==> config.mk <==
export PLATFORM = sky130hd
export DESIGN_NAME = ea_ext_decoder
export DESIGN_NICKNAME = d
export VERILOG_FILES = /design/src/rtl/ead_pkg.sv /design/src/rtl/ead_len.sv /design/src/rtl/ead_pack.sv /design/src/rtl/ea_ext_decoder.sv
export SDC_FILE = /design/constraint.sdc
export NUM_CORES = 1
export LEC_CHECK = 0
export CAP_MARGIN = 10
export CORE_ASPECT_RATIO = 0.9
export CORE_MARGIN = 2
export CORE_UTILIZATION = 40
export DETAILED_ROUTE_END_ITERATION = 7
export PLACE_DENSITY = 0.64
export SLEW_MARGIN = 20
export SYNTH_ARGS = -nofsm -noshare
export SYNTH_HDL_FRONTEND = slang
export SYNTH_HIERARCHICAL = 1
export SYNTH_SLANG_ARGS = --single-unit
==> constraint.sdc <==
create_clock -name clk_i -period 2.6 [get_ports clk_i]
set_clock_uncertainty 0.15 [all_clocks]
set_input_delay 0.26 -clock clk_i [delete_from_list [all_inputs] [get_ports clk_i]]
set_output_delay 0.26 -clock clk_i [all_outputs]
set_load 0.01 [all_outputs]
==> src/rtl/ead_pkg.sv <==
package ead_pkg;
  typedef enum logic [3:0] {
    EA_DREG    = 4'd0,
    EA_AREG    = 4'd1,
    EA_IND     = 4'd2,
    EA_POSTINC = 4'd3,
    EA_PREDEC  = 4'd4,
    EA_DISP    = 4'd5,
    EA_INDEX   = 4'd6,
    EA_ABS_S   = 4'd7,
    EA_ABS_L   = 4'd8,
    EA_PC_DISP = 4'd9,
    EA_PC_IDX  = 4'd10,
    EA_IMM     = 4'd11,
    EA_BAD     = 4'd15
  } ea_code_e;

  function automatic ea_code_e ea_classify(logic [2:0] m, logic [2:0] r);
    ea_code_e c;
    if (m != 3'd7) begin
      c = ea_code_e'({1'b0, m});
    end else begin
      case (r)
        3'd0:    c = EA_ABS_S;
        3'd1:    c = EA_ABS_L;
        3'd2:    c = EA_PC_DISP;
        3'd3:    c = EA_PC_IDX;
        3'd4:    c = EA_IMM;
        default: c = EA_BAD;
      endcase
    end
    return c;
  endfunction
endpackage

==> src/rtl/ead_len.sv <==
module ead_len
  import ead_pkg::*;
(
  input  logic [2:0] mode_i,
  input  logic [2:0] reg_i,
  input  logic [1:0] size_i,
  output ea_code_e   code_o,
  output logic [1:0] need_o
);
  always_comb begin
    code_o = ea_classify(mode_i, reg_i);
    case (code_o)
      EA_DREG, EA_AREG, EA_IND, EA_POSTINC, EA_PREDEC, EA_BAD: need_o = 2'd0;
      EA_ABS_L: need_o = 2'd2;
      EA_IMM:   need_o = size_i[1] ? 2'd2 : 2'd1;
      default:  need_o = 2'd1;
    endcase
  end
endmodule

==> src/rtl/ead_pack.sv <==
module ead_pack
  import ead_pkg::*;
#(
  parameter int WORD_W = 16,
  parameter int IDX_W  = 5,
  parameter int DISP_W = 8
) (
  input  ea_code_e                  code_i,
  input  logic [1:0]                size_i,
  input  logic [WORD_W-1:0]         w_hi_i,
  input  logic [WORD_W-1:0]         w_cur_i,
  output logic [2*WORD_W-1:0]       val_o,
  output logic [IDX_W-1:0]          idx_o
);
  localparam int VAL_W = 2 * WORD_W;

  always_comb begin
    val_o = '0;
    idx_o = '0;
    case (code_i)
      EA_DISP, EA_ABS_S, EA_PC_DISP:
        val_o = {{WORD_W{w_cur_i[WORD_W-1]}}, w_cur_i};
      EA_INDEX, EA_PC_IDX: begin
        val_o = {{(VAL_W-DISP_W){w_cur_i[DISP_W-1]}}, w_cur_i[DISP_W-1:0]};
        idx_o = w_cur_i[WORD_W-1 -: IDX_W];
      end
      EA_ABS_L:
        val_o = {w_hi_i, w_cur_i};
      EA_IMM: begin
        if (size_i[1])           val_o = {w_hi_i, w_cur_i};
        else if (size_i == 2'd0) val_o = {{(VAL_W-DISP_W){1'b0}}, w_cur_i[DISP_W-1:0]};
        else                     val_o = {{WORD_W{1'b0}}, w_cur_i};
      end
      default: ;
    endcase
  end
endmodule

==> src/rtl/ea_ext_decoder.sv <==
module ea_ext_decoder
  import ead_pkg::*;
#(
  parameter int WORD_W = 16
) (
  input  logic                 clk_i,
  input  logic                 rst_ni,
  input  logic                 start_i,
  input  logic [2:0]           mode_i,
  input  logic [2:0]           reg_i,
  input  logic [1:0]           size_i,
  input  logic [WORD_W-1:0]    word_i,
  input  logic                 word_valid_i,
  output logic                 word_ready_o,
  output logic                 done_o,
  output logic [3:0]           ea_mode_o,
  output logic [2:0]           ea_reg_o,
  output logic [4:0]           index_o,
  output logic [2*WORD_W-1:0]  value_o,
  output logic [1:0]           words_o,
  output logic                 err_o
);
  localparam int VAL_W = 2 * WORD_W;
  localparam int IDX_W = 5;

  typedef enum logic {ST_IDLE, ST_FETCH} state_e;

  state_e            state_q;
  ea_code_e          code_q;
  logic [1:0]        size_q;
  logic [2:0]        reg_q;
  logic [1:0]        need_q, cnt_q;
  logic [WORD_W-1:0] hi_q;

  ea_code_e          new_code;
  logic [1:0]        new_need;
  logic [VAL_W-1:0]  pk_val;
  logic [IDX_W-1:0]  pk_idx;
  logic              take, last;

  ead_len u_len (
    .mode_i (mode_i),
    .reg_i  (reg_i),
    .size_i (size_i),
    .code_o (new_code),
    .need_o (new_need)
  );

  ead_pack #(.WORD_W(WORD_W), .IDX_W(IDX_W), .DISP_W(8)) u_pack (
    .code_i  (code_q),
    .size_i  (size_q),
    .w_hi_i  (hi_q),
    .w_cur_i (word_i),
    .val_o   (pk_val),
    .idx_o   (pk_idx)
  );

  assign word_ready_o = (state_q == ST_FETCH);
  assign take         = word_ready_o && word_valid_i;
  assign last         = take && ((cnt_q + 2'd1) == need_q);

  always_ff @(posedge clk_i or negedge rst_ni) begin
    if (!rst_ni) begin
      state_q   <= ST_IDLE;
      code_q    <= EA_DREG;
      size_q    <= '0;
      reg_q     <= '0;
      need_q    <= '0;
      cnt_q     <= '0;
      hi_q      <= '0;
      done_o    <= 1'b0;
      ea_mode_o <= '0;
      ea_reg_o  <= '0;
      index_o   <= '0;
      value_o   <= '0;
      words_o   <= '0;
      err_o     <= 1'b0;
    end else begin
      done_o <= 1'b0;
      case (state_q)
        ST_IDLE: if (start_i) begin
          code_q <= new_code;
          size_q <= size_i;
          reg_q  <= (mode_i == 3'd7) ? 3'd0 : reg_i;
          need_q <= new_need;
          cnt_q  <= '0;
          if (new_need == 2'd0) begin
            done_o    <= 1'b1;
            ea_mode_o <= new_code;
            ea_reg_o  <= (mode_i == 3'd7) ? 3'd0 : reg_i;
            index_o   <= '0;
            value_o   <= '0;
            words_o   <= '0;
            err_o     <= (new_code == EA_BAD);
          end else begin
            state_q <= ST_FETCH;
          end
        end
        ST_FETCH: if (take) begin
          if (last) begin
            state_q   <= ST_IDLE;
            done_o    <= 1'b1;
            ea_mode_o <= code_q;
            ea_reg_o  <= reg_q;
            index_o   <= pk_idx;
            value_o   <= pk_val;
            words_o   <= need_q;
            err_o     <= 1'b0;
          end else begin
            hi_q  <= word_i;
            cnt_q <= cnt_q + 2'd1;
          end
        end
        default: state_q <= ST_IDLE;
      endcase
    end
  end
endmodule

==> results of run 1 <==
per-layer routing:
layer	routed length, µm	global-route usage (%)
met5	0	0
met4	37	3.08
met3	417	4.85
met2	4430	28.2
met1	4140	23.3
power by group:
group / leakage (µW) / switching (µW) / total, µW / internal [µW]
Sequential: 0.00101 / 378 / 2130 / 1750
Combinational: 0.00133 / 1310 / 2810 / 1500
Clock: 0.000180 / 503 / 1540 / 1040
Total: 0.00252 / 2190 / 6480 / 4280
flip-flops by register name, indices dropped and copies added, names as in the netlist:
register      count
cnt_q             2
err_o             1
value_o          32
size_q            2
ea_reg_o          3
index_o           5
word_ready_o      1
need_q            2
done_o            1
reg_q             3
code_q            4
ea_mode_o         4
words_o           2
hi_q             16
timing repair:
item	in CTS	in global routing
endpoints found under the hold margin	37	0
gates resized for setup	0	0
hold buffers	1	0
cells in the final DEF (no fill, tap or decap), types with 3 or more instances in the layout:
master	n
mux2_4	11
nand3_1	14
o211ai_1	8
a31oi_1	3
and2_1	9
nand2_1	64
mux2_2	28
and3_1	6
inv_1	58
o22ai_1	16
bufinv_16	4
buf_4	10
clkinv_4	3
o21ai_0	14
clkdlybuf4s50_1	75
clkbuf_16	9
nor2_1	4
mux2i_1	38
dfrtp_1	78
buf_12	3
through the flow:
stage                     hold slack (ns)  instances  instance area, µm²
after floorplan                    -0.186        397                4070
after global placement              0.110        589                4950
after detailed placement            0.119        589                4950
after CTS                           0.308        606                5340
after global routing                0.343        606                5340
final                               0.291        606                5340
layout make-up:
type / count / share of cell area (%)
Multi-Input combinational cell: 239 / 32.6
Clock inverter: 7 / 2.74
Clock buffer: 9 / 4.22
Tap cell: 126 / 2.95
Inverter: 58 / 4.08
Timing Repair Buffer: 89 / 16.8
Sequential cell: 78 / 36.6
logic make-up after synthesis:
kind of cell,after synthesis,synth area share [%]
AND/OR/NAND/NOR,111,12.9
buffers and inverters,80,9.40
flip-flops,78,47.9
multiplexers,77,21.1
AO/OA/AOI/OAI,48,7.99
XOR/XNOR,3,0.645
final timing paths:
check	start	end	slack [ns]	cells past startpoint
min	rst_ni	value_o[31]$_DFFE_PN0P_	0.29	2
max	word_ready_o$_DFF_PN0_	word_ready_o	0.33	2
min reg2reg	reg_q[1]$_DFFE_PN0P_	reg_q[1]$_DFFE_PN0P_	0.34	2
max reg2reg	need_q[1]$_DFFE_PN0P_	hi_q[15]$_DFFE_PN0P_	0.47	4
min in group clk_i	reg_q[1]$_DFFE_PN0P_	reg_q[1]$_DFFE_PN0P_	0.34	2
max in group asynchronous	rst_ni	ea_mode_o[1]$_DFFE_PN0P_	1.40	3
==> impl_metrics.env, run 1 <==
export IMPL_pre_cts_ws_ns=0.227
export IMPL_synth_fp_nets=425
export IMPL_max_slew_margin_rel_pct=56.7
export IMPL_timing_max_cap_violations=0
export IMPL_ir_worst_vdd_mv=0.512
export IMPL_buffer_ports_inserted=76
export IMPL_layout_drive_gt1_share_pct=15.6
export IMPL_avgViaCountPerCell=5.05
export IMPL_num_nets_final=503
export IMPL_cts_made_buffers=9
export IMPL_clk_transition_reported_paths_ns=0.06
export IMPL_crit_path_top_delay_cell="clkdlybuf4s50_1"
export IMPL_syn_mean_instance_area_um2=10.3
export IMPL_first_pass_grt_wire_length_um=14700
export IMPL_timing_critical_path_fanout_max=51
export IMPL_path_buf_inv=2
export IMPL_synth_sequential_area_ratio_pct=47.9
export IMPL_path_cells="buf_4 -> clkdlybuf4s50_1"
export IMPL_antenna_found_initial=0
export IMPL_run_status="finished, final reports clean"
export IMPL_finalCritPeriodShare_pct=87.4
export IMPL_cp_launch_type="flip-flop"
export IMPL_synth_ff_type="dfrtp_1"
export IMPL_tritoncts_clock_tree="done"
export IMPL_max_clock_freq_mhz=440
export IMPL_sequential_cell_area_um2=1950
export IMPL_post_route_drc_count=0
export IMPL_top_level_ports=77
export IMPL_area_growth_synth_to_final_pct=31.0
export IMPL_vias_in_the_first_global_route=2959
export IMPL_chipHeight_um=99.7
export IMPL_footprint_of_the_multi_input_gates_um2=1740
export IMPL_synth_top_area_cell="dfrtp_1"
export IMPL_gr_usage_all_layers_pct=17.3
export IMPL_final_max_slew_violation_count=0
export IMPL_worst_setup_path_category="flip-flop to output port"
export IMPL_dr_pass1_iters=4
export IMPL_hold_viol=0
export IMPL_grt_setup_unrepaired="false"
export IMPL_wl_per_cell_um=14.9
export IMPL_setup_slack_ns=0.328
export IMPL_num_rows=34
export IMPL_synth_ff_latch_count=78
export IMPL_post_cts_setup_buffers=0
export IMPL_globalplace_congestion=0.836
export IMPL_final_core_utilization_pct=54.5
export IMPL_final_antenna_violating_net_count=0
export IMPL_path_delay_family="buffers and inverters"
export IMPL_grt_max_degree=52
export IMPL_worst_slew_pin_slew_ns=0.649
export IMPL_hpwlAfterDp_um=6430
export IMPL_clkSinkCount=78
export IMPL_setup_worst_path_end_class="output port"
export IMPL_synth_enable_flop_cells=0
export IMPL_power_density_nw_per_um2=1210
export IMPL_global_route_overflow_total=0
export IMPL_yosys_cell_types_count=38
export IMPL_core_area_um2=9780
export IMPL_worst_endpoint_arrival_ns=1.86
export IMPL_detail_route_iter0_violations=147
export IMPL_finalSetupTns_ns=0
export IMPL_initial_standard_cell_utilization_of_the_core_pct=41.6
export IMPL_hold_path_class="primary input to async pin"
export IMPL_post_synth_top_count_cell="dfrtp_1"
export IMPL_clk_path_buf_depth=2
export IMPL_die_width_um=110
export IMPL_n_fill_cell=929
export IMPL_clk_root_buffer_cell="clkbuf_16"
export IMPL_synth_cells_most_frequent="dfrtp_1, nand2_1, inv_1, mux2i_1, mux2_2"
export IMPL_die_area_um2=11000
export IMPL_timing_final_setup_violations=0
export IMPL_critical_path_max_stage_delay_ns=0.63
export IMPL_yosysWarningCount=6
export IMPL_fin_total_pwr_uw=6480
export IMPL_syn_area_um2=4070
export IMPL_clock_tree_htree_level_count=3
export IMPL_netlist_top_cells_area="dfrtp_1, mux2i_1, mux2_2"
export IMPL_vias=3061
export IMPL_wl_um=9020
export IMPL_fin_crit_ns=2.27
export IMPL_synth_async_sr_flop_share_pct=100
export IMPL_antenna_cell_count=0
export IMPL_p_leak_uw=0.00252
export IMPL_yosysTopAreaCellShare_pct=47.9
export IMPL_timing_critical_path_required_ns=2.19
export IMPL_worstSkewPairLatency_ns=0.33
export IMPL_synth_cells=397
Note: power is estimated with default switching activity, not from simulation.
==> run 2: changes to the inputs <==
--- a/config.mk
+++ b/config.mk
@@ -5,7 +5,7 @@
 export SDC_FILE = /design/constraint.sdc
 export NUM_CORES = 1
 export LEC_CHECK = 0
-export CAP_MARGIN = 10
+export CAP_MARGIN = 0
 export CORE_ASPECT_RATIO = 0.9
 export CORE_MARGIN = 2
 export CORE_UTILIZATION = 40
==> results of run 2 <==
Same layout as run 1: the final DEF is identical, and so are final timing and power.
